`config.mk`:
```
export PLATFORM = sky130hd
export DESIGN_NAME = keycode_lock
export DESIGN_NICKNAME = d
export VERILOG_FILES = /design/src/rtl/keylock_pkg.sv /design/src/rtl/keylock_match.sv /design/src/rtl/keylock_seq.sv /design/src/rtl/keycode_lock.sv
export SDC_FILE = /design/constraint.sdc
export NUM_CORES = 1
export LEC_CHECK = 0
export BUFFER_PORTS_ARGS = -buffer_cell sky130_fd_sc_hd__buf_4
export CAP_MARGIN = 20
export CELL_PAD_IN_SITES_DETAIL_PLACEMENT = 0
export CELL_PAD_IN_SITES_GLOBAL_PLACEMENT = 1
export CORE_AREA = 2 2 39 41
export CTS_CLUSTER_DIAMETER = 120
export CTS_CLUSTER_SIZE = 24
export DETAILED_ROUTE_END_ITERATION = 10
export DIE_AREA = 0 0 41 43
export PLACE_DENSITY_LB_ADDON = 0.1
export SLEW_MARGIN = 20
export SYNTH_ARGS = -nofsm -noshare
export SYNTH_HDL_FRONTEND = slang
export SYNTH_SLANG_ARGS = --single-unit
```
`constraint.sdc`:
```
create_clock -name clk -period 1.6 [get_ports clk]
set_input_delay 0.24 -clock clk [delete_from_list [all_inputs] [get_ports clk]]
set_output_delay 0.24 -clock clk [all_outputs]
set_load 0.02 [all_outputs]
```
`src/rtl/keylock_pkg.sv`:
```
package keylock_pkg;

    localparam int KL_MAX_DIGITS = 8;

    // Outcome of one cycle, chosen by the next-state logic.
    typedef enum logic [1:0] {
        EV_IDLE    = 2'd0,
        EV_ADVANCE = 2'd1,
        EV_MISS    = 2'd2,
        EV_RELOCK  = 2'd3
    } kl_event_e;

endpackage

```
`src/rtl/keylock_match.sv`:
```
module keylock_match #(
    parameter int                  DIGITS = 4,
    parameter int                  KEY_W  = 4,
    parameter logic [8*KEY_W-1:0]  CODE   = '0
) (
    input  logic [DIGITS-1:0] armed,
    input  logic [KEY_W-1:0]  key,
    output logic              hit
);

    logic [DIGITS-1:0] sel;

    // Each armed position compares the key with its own stored digit.
    for (genvar i = 0; i < DIGITS; i++) begin : g_digit
        assign sel[i] = armed[i] && (key == CODE[i*KEY_W +: KEY_W]);
    end

    assign hit = |sel;

endmodule

```
`src/rtl/keylock_seq.sv`:
```
module keylock_seq
    import keylock_pkg::*;
#(
    parameter int DIGITS = 4
) (
    input  logic            clk,
    input  logic            rst_n,
    input  logic            key_vld,
    input  logic            hit,
    output logic [DIGITS:0] pos_q,
    output kl_event_e       evt
);

    localparam int POS_W = DIGITS + 1;
    localparam logic [POS_W-1:0] POS_FIRST = POS_W'(1);

    typedef struct packed {
        logic [POS_W-1:0] pos;
    } seq_state_t;

    seq_state_t state_d, state_q;
    kl_event_e  evt_d;

    always_comb begin
        state_d = state_q;
        evt_d   = EV_IDLE;
        if (key_vld) begin
            if (state_q.pos[DIGITS]) begin
                state_d.pos = POS_FIRST;
                evt_d       = EV_RELOCK;
            end else if (hit) begin
                state_d.pos = state_q.pos << 1;
                evt_d       = EV_ADVANCE;
            end else begin
                state_d.pos = POS_FIRST;
                evt_d       = EV_MISS;
            end
        end
    end

    always_ff @(posedge clk or negedge rst_n) begin
        if (!rst_n) begin
            state_q.pos <= POS_FIRST;
        end else begin
            state_q <= state_d;
        end
    end

    assign pos_q = state_q.pos;
    assign evt   = evt_d;

    AST_ONE_HOT: assert property (@(posedge clk) disable iff (!rst_n)
        $countones(pos_q) == 1);
    AST_IDLE_HOLD: assert property (@(posedge clk) disable iff (!rst_n)
        !key_vld |=> $stable(pos_q));
    AST_ADVANCE: assert property (@(posedge clk) disable iff (!rst_n)
        key_vld && hit |=> !pos_q[0] && $countones(pos_q) == 1);
    AST_MISS_CLEAR: assert property (@(posedge clk) disable iff (!rst_n)
        key_vld && !hit |=> pos_q == POS_FIRST);
    AST_RELOCK: assert property (@(posedge clk) disable iff (!rst_n)
        key_vld && pos_q[DIGITS] |=> !pos_q[DIGITS]);

endmodule

```
`src/rtl/keycode_lock.sv`:
```
module keycode_lock
    import keylock_pkg::*;
#(
    parameter int                 DIGITS = 4,
    parameter int                 KEY_W  = 4,
    parameter logic [8*KEY_W-1:0] CODE   = 'h9173
) (
    input  logic              clk,
    input  logic              rst_n,
    input  logic              key_vld,
    input  logic [KEY_W-1:0]  key_idx,
    output logic [DIGITS:0]   position,
    output logic              unlocked
);

    if (DIGITS < 1 || DIGITS > KL_MAX_DIGITS) begin : g_bad_len
        $error("keycode_lock: DIGITS out of range");
    end

    logic      hit;
    logic      prev_unlocked;
    kl_event_e evt;

    keylock_match #(
        .DIGITS (DIGITS),
        .KEY_W  (KEY_W),
        .CODE   (CODE)
    ) u_match (
        .armed (position[DIGITS-1:0]),
        .key   (key_idx),
        .hit   (hit)
    );

    keylock_seq #(
        .DIGITS (DIGITS)
    ) u_seq (
        .clk     (clk),
        .rst_n   (rst_n),
        .key_vld (key_vld),
        .hit     (hit),
        .pos_q   (position),
        .evt     (evt)
    );

    assign unlocked = position[DIGITS];

    always_ff @(posedge clk or negedge rst_n) begin
        if (!rst_n) prev_unlocked <= 1'b0;
        else        prev_unlocked <= unlocked;
    end

    AST_OPEN_NEEDS_ADVANCE: assert property (@(posedge clk) disable iff (!rst_n)
        $rose(unlocked) |-> $past(evt) == EV_ADVANCE);
    AST_NO_HIT_WHEN_OPEN: assert property (@(posedge clk) disable iff (!rst_n)
        unlocked |-> !hit);
    AST_OPEN_DROPS_ON_KEY: assert property (@(posedge clk) disable iff (!rst_n)
        prev_unlocked && !unlocked |-> $past(key_vld));

endmodule

```
# ---- Word level (Yosys, flattened, before mapping)
# Index checks and enable logic that the tools add are counted.
dict set report word_totals {
  reg_bits 5
}
dict set report classes {
  eq_ne 4
  muxes 2
  n_reduce_logical 5
}
# cell n
set ops {}
lappend ops {{$mux 5} 2}
lappend ops {{$eq 4x1->1 const B} 1}
lappend ops {{$eq 4x2->1 const B} 1}
lappend ops {{$eq 4x3->1 const B} 1}
lappend ops {{$eq 4x4->1 const B} 1}
lappend ops {{$logic_and 1x1->1} 4}
lappend ops {{$reduce_or 4->1} 1}

# ---- Longest topological paths before layout
# Gate-level depths: netlist of run 1.
dict set report logic_depth {
  ltp_word 5
  mapped_depth 3
}

# ---- Modules after synthesis
# Synthesis of run 1 repeated with hierarchy kept, for this count alone.
dict set report unflattened {
  hier_cells 31
  hier_area_um2 310.3
}
# module n_inst cells_per_inst area_per_inst_um2 seq_area_each_um2
set by_module_without_submodules {}
lappend by_module_without_submodules {keylock_seq 1 23 259.0 126.4}
lappend by_module_without_submodules {keylock_match 1 7 43.8 0.0}
lappend by_module_without_submodules {keycode_lock 1 1 7.5 0.0}

# ---- Least setup slack after synthesis of run 1
# Ideal clock, no wire load.
dict set report synth_timing {
  path_type {register to register}
  from {reg u_seq.state_q, in the netlist u_seq.pos_q[4]}
  to {reg u_seq.state_q, in the netlist u_seq.pos_q[2]}
  setup_time_ps 101
  t_arrival_ps 1099
  path_slack_ps 400
  stages_incl_launch_ff 4
  n_path_buf 0
  period_less_slack_ps 1200
  path_cell_list {dfrtp_1 > and3b_1 > o2111ai_2 > o32ai_1}
}
dict set report synth_via {
  elab_chain_cells 1
}
# item line
set synth_rtl {}
lappend synth_rtl {{from (decl)} keylock_seq.sv:21} ;# seq_state_t state_d, state_q;
lappend synth_rtl {{from (signal assigned)} keylock_seq.sv:45} ;# state_q <= state_d;
lappend synth_rtl {{$mux 5} keylock_seq.sv:28} ;# if (state_q.pos[DIGITS]) begin
# Every way passes these cells.
# A chain may end at the register's enable or synchronous reset.

# ---- Final worst setup path of run 1
# Same ends and word-level chain as after synthesis.

==> results_dict.tcl, run 1 <==
set metrics [dict create \
    num-nets-final 51 \
    seqPwrFrac_pct 41.3 \
    status "complete, no violations" \
    yosysSeqAreaShare_pct 46.8 \
    synthAdderAreaFrac_pct 0 \
    netlist_top_cells_area "dfrtp_1, dfstp_2, o32ai_1" \
    crit_type "flop to flop" \
    clk_latency_ns 0.24 \
    final.setup.tns_ns 0 \
    cts_tree "built" \
    start_kind "flop" \
    antenna_found_initial 0 \
    drive_gt1_share_pct 44.2 \
    grt_pass1_wl_um 1060 \
    synthXorXnorAreaFrac_pct 0 \
    layout_min_cycle_time_ns 1.23 \
    grt-ovfl-total 0 \
    pre_cts_ws_ns 0.379 \
    max_slew_margin_pct 82.3 \
    holdCritStartpoint "key_vld" \
    fin_ws_ns 0.374 \
    end_kind "flop" \
    slowest_stage "dfrtp_1" \
    r2r_start "u_seq.pos_q[4]" \
    synth-seq-cells 5 \
    synth.area.mux_share_pct 0 \
    postCtsResizedCells 0 \
    r2r_slack_ns 0.37 \
    worst_slew_pin_slew_ns 0.265 \
    synthCells 27 \
    r2r_cells 3 \
    first_iter_violations 0 \
    combPwrFrac_pct 13.6 \
    io_pins 13 \
    slew_viol_final 0 \
    mostFrequentLayoutCells "buf_4, inv_1, dfrtp_1" \
    largest_register_ffs 5 \
    synth-simple-area-share_pct 13.9 \
    die_width_um 41 \
    cpPeakStageDelay_ns 0.39 \
    ir_drop_uv 322 \
    synth_top_family_by_area "compound AO/OA/AOI/OAI gates" \
    reg2reg_to "u_seq.pos_q[2]" \
    routedWlPerCell_um 10.9 \
    dp_hpwl_um 540 \
    cp-startpoint "u_seq.pos_q[4]" \
    place_congestion 0.715 \
    critPathBufInv 0 \
    cp.depth 3 \
    min_period_over_period_pct 76.7 \
    die_h_um 43 \
    via_per_inst 4.32 \
    yosys.area.top_type_share_pct 37.0 \
    diodes 0 \
    min_path_cells 2 \
    rows 14 \
    post-cts-setup-buffer-count 0 \
    cp.required_ns 1.73 \
    numCtsBuffers 3 \
    hold_path_class "primary input to flop" \
    crit_family "compound AO/OA/AOI/OAI gates" \
    power.internal_mw 0.247 \
    initial_core_util_pct 19.5 \
    fill_cells 151 \
    synth_compound_gate_area_share_pct 29.6 \
    drc 0 \
    clock-sinks 5 \
    ant_nets 0 \
    grt_pass1_vias 266 \
    dieArea_sq_um 1760 \
    hold_viol 0 \
    max-cap-violations 0 \
    fmax_ghz 0.815 \
    regArea_sq_um 126 \
    rsz0062_at_grt "no" \
    crit_fanout 4 \
    final_common_cell "buf_4" \
    drt-total-wl_um 646 \
    switchingPower_mw 0.0737 \
    clkPwrFrac_pct 45.1 \
    synth_fp_nets 34 \
    multi_input_area_sq_um 118 \
    groute.usage.overall_pct 8.80 \
    hold_end "u_seq.pos_q[4]" \
    setup_viol 0 \
    path_clk_slew_ns 0.05 \
    arrival_ns 1.36 \
    core_area_sq_um 1380 \
    cp_cell_sequence "and3b_1 > o2111ai_2 > o32ai_1" \
    p_sw_share_pct 23.0 \
    area_delta_synth_final_pct 51.4 \
    htreeDepth 1 \
    cts_root_buffer "clkbuf_4" \
    syn_area_per_cell_sq_um 10.0 \
    num_vias 255 \
    firstDrtPassIters 1 \
    clockBufferDepth 2 \
    ys_types 16 \
    leakage_nw 0.188 \
    grt_max_degree 7 \
    port_buffers 12 \
    power_density_nw_per_um2 783 \
    yosysWarnings 0 \
    skew_ns 0.00776 \
    yosys.area.top_type "dfrtp_1" \
    netlist_area_sq_um 270 \
]
## synth_stat cells, drive strengths merged
| master | n |
|---|---|
| o21ai | 1 |
| dfrtp | 4 |
| inv | 5 |
| o21ba | 1 |
| and3b | 1 |
| nand2b | 2 |
| buf | 1 |
| nand2 | 2 |
| o22a | 1 |
| nand3 | 1 |
| dfstp | 1 |
| o21a | 1 |
| o32ai | 3 |
| o22ai | 1 |
| nor2 | 1 |
| o2111ai | 1 |
## worst max path at each step
| stage | endpoint |
|---|---|
| floorplan | u_seq.pos_q[2] |
| global placement | u_seq.pos_q[2] |
| detailed placement | u_seq.pos_q[4] |
| CTS | u_seq.pos_q[2] |
| global route | u_seq.pos_q[2] |
| finish | u_seq.pos_q[2] |
## routing by layer
metal	wire, um	share of wire [%]	GRT usage, %	vias to the layer above
met5	0	0	0	-
met4	0	0	4.00	0
met3	49	7.6	3.14	0
met2	319	49	13.8	7
met1	277	43	10.2	118
li1	-	-	-	130
## stage by stage
stage / std cells / utilization (%) / instance area, sq um / power [mW] / hold WS, ns
2_1_floorplan: 27 / - / 270 / 0.152 / -0.0556
3_3_place_gp: 54 / 26.9 / 373 / 0.177 / 0.0469
3_5_place_dp: 54 / 26.9 / 373 / 0.177 / 0.0483
4_1_cts: 59 / 29.6 / 409 / 0.326 / 0.221
5_1_grt: 59 / 29.6 / 409 / 0.341 / 0.237
6_report: 59 / 29.6 / 409 / 0.320 / 0.224
## logic make-up after synthesis
logic type / after synthesis
flip-flops: 5
buffers and inverters: 6
AND/OR/NAND/NOR: 7
AO/OA/AOI/OAI: 9
## power groups by stage
stage               clock network (mW)  registers, mW  logic (mW)
detailed placement                   0          0.134      0.0427
floorplan                            0          0.137      0.0148
global route                     0.160          0.133      0.0488
finish                           0.144          0.132      0.0435
global placement                     0          0.134      0.0427
CTS                              0.149          0.132      0.0447
## final cells by class
| class | instances | share of cell area [%] |
|---|---|---|
| Clock buffer | 4 | 6.42 |
| Sequential cell | 5 | 30.9 |
| Inverter | 5 | 4.59 |
| Multi-Input combinational cell | 16 | 28.7 |
| Tap cell | 16 | 4.89 |
| Timing Repair Buffer | 13 | 24.5 |
## repair_timing
item | 4_1_cts | 5_1_grt
hold endpoints to repair | 5 | 0
endpoints found under the setup margin | 0 | 0
hold buffers | 1 | 0
Note: power is estimated with default switching activity, not from simulation.
==> run 2: changes to the inputs <==
==> constraint.sdc (replaced) <==
create_clock -name clk -period 1 [get_ports clk]
set_input_delay 0.15 -clock clk [delete_from_list [all_inputs] [get_ports clk]]
set_output_delay 0.15 -clock clk [all_outputs]
set_load 0.02 [all_outputs]
==> run 2 against run 1 <==
  * The flow now finishes with violations (negative setup slack)
  * Global-route usage increased by 2.5 points
  * Flip-flop and latch count unchanged
  * Worst hold slack improved by 0.0097 ns
  * Total power increased by 70%
  * Via count increased by 15%
  * Non-clock buffer count increased by 8
  * Combinational power increased by 130%
  * Final cell count increased by 14%
  * Sequential share of layout area decreased by 7.5 points
  * Largest cell class is now buffers
  * First-iteration DRC count increased by 3
  * Sequential power increased by 60%
  * Critical endpoint is now u_seq.pos_q[4]
==> results_dict.tcl, run 2 (synthesis results as in run 1) <==
set metrics [dict create \
    core_area_sq_um 1380 \
    cts_tree "built" \
    hold_viol 0 \
    placedCellCount 60 \
    drt-total-wl_um 805 \
    clock-sinks 5 \
    max-cap-violations 0 \
    path_clk_slew_ns 0.04 \
    crit_fanout 4 \
    hold_path_class "primary input to flop" \
    via_per_inst 4.39 \
    groute.usage.overall_pct 11.3 \
    leakage_nw 0.240 \
    clk_latency_ns 0.24 \
    rows 14 \
    busiest_layer "met2" \
    use_met3_pct 4.71 \
    final.setup.tns_ns -0.870 \
    layout_min_cycle_time_ns 1.13 \
    use_met2_pct 18.8 \
    firstDrtPassIters 2 \
    setup_viol 11 \
    fin_ws_ns -0.133 \
    status "complete, but fails checks" \
    rsz0062_at_grt "yes" \
    num-nets-final 59 \
    seqPwrFrac_pct 38.8 \
    grt_pass1_vias 335 \
    place_congestion 0.663 \
    min_period_over_period_pct 113 \
    switchingPower_mw 0.132 \
    slew_viol_final 0 \
    design_area_sq_um 552 \
    routedWlPerCell_um 12.0 \
    area_delta_synth_final_pct 104 \
    clkPwrFrac_pct 42.6 \
    num_vias 294 \
    combPwrFrac_pct 18.6 \
    p_sw_share_pct 24.1 \
    cts_root_buffer "clkbuf_4" \
    gr-usage-met1_pct 11.1 \
    antenna_found_initial 0 \
    max_slew_margin_pct 82.7 \
    htreeDepth 1 \
    fmax_ghz 0.883 \
    power_density_nw_per_um2 988 \
    grt_max_degree 6 \
    dieArea_sq_um 1760 \
    cp.required_ns 1.14 \
    dp_hpwl_um 588 \
    initial_core_util_pct 19.5 \
    ir_drop_uv 518 \
    first_iter_violations 3 \
    ant_nets 0 \
    grt-ovfl-total 0 \
    placed_cell_area_sq_um 438 \
    violations "negative setup slack" \
    numCtsBuffers 3 \
    mostFrequentLayoutCells "buf_4, buf_6, inv_1" \
    drive_gt1_share_pct 66.7 \
    clockBufferDepth 2 \
    crit_type "flop to flop" \
    pre_cts_ws_ns -0.153 \
    stdcell_count 67 \
    port_buffers 12 \
    worst_slew_pin_slew_ns 0.259 \
    largest_register_ffs 5 \
    die_width_um 41 \
    end_kind "flop" \
    arrival_ns 1.27 \
    drc 0 \
    diodes 0 \
    finish.utilization_pct 39.9 \
    skew_ns 0.00102 \
    grt_pass1_wl_um 1280 \
    power.internal_mw 0.414 \
    io_pins 13 \
    die_h_um 43 \
    start_kind "flop" \
]
run 2: final timing paths:
kind	cells after the start	slack [ns]	startpoint	endpoint
max in group asynchronous	2	0.56	rst_n	u_seq.pos_q[0]
min	3	0.23	key_vld	u_seq.pos_q[2]
max reg2reg	3	-0.13	u_seq.pos_q[0]	u_seq.pos_q[4]
max	3	-0.13	u_seq.pos_q[0]	u_seq.pos_q[4]
min in group asynchronous	2	0.24	rst_n	u_seq.pos_q[2]
min reg2reg	3	0.64	u_seq.pos_q[3]	u_seq.pos_q[3]
run 2: layer usage:
layer	share of wire, %	wire length, um
met2	56	450
met5	0	0
met1	36	288
met3	8.2	66
met4	0	0
run 2: area by class of cell:
type                       instances  area [sq um]
tap                               16          20.0
multi-input combinational         16           160
timing repair buffer              21           198
sequential                         5           129
clock buffer                       4          26.3
inverter                           5          18.8
fill                             150           832
run 2: critical path: stages (launching register included):
cell,delay (ns)
dfstp_2,0.53
nor2_1,0.04
o21a_2,0.22
o32ai_2,0.24
run 2: power by group through the flow:
stage                     Sequential, mW  Clock (mW)  Combinational, mW
after floorplan                    0.219           0             0.0298
after global placement             0.213           0             0.0861
after detailed placement           0.213           0             0.0858
after CTS                          0.211       0.249             0.0976
after global routing               0.211       0.263              0.110
final                              0.211       0.232              0.101
run 2: timing repair:
| item | in CTS | in global routing |
|---|---|---|
| resized for setup | 14 | 2 |
| endpoints found under the hold margin | 5 | 0 |
| setup endpoints to repair | 11 | 11 |
| setup buffers | 1 | 2 |
| pin swaps | 1 | 2 |
| hold buffers | 1 | 0 |
run 2: stage by stage:
step / hold slack (ns) / power (mW)
floorplan: -0.146 / 0.249
global placement: -0.0434 / 0.299
detailed placement: -0.0425 / 0.299
CTS: 0.220 / 0.558
global route: 0.225 / 0.584
finish: 0.234 / 0.545
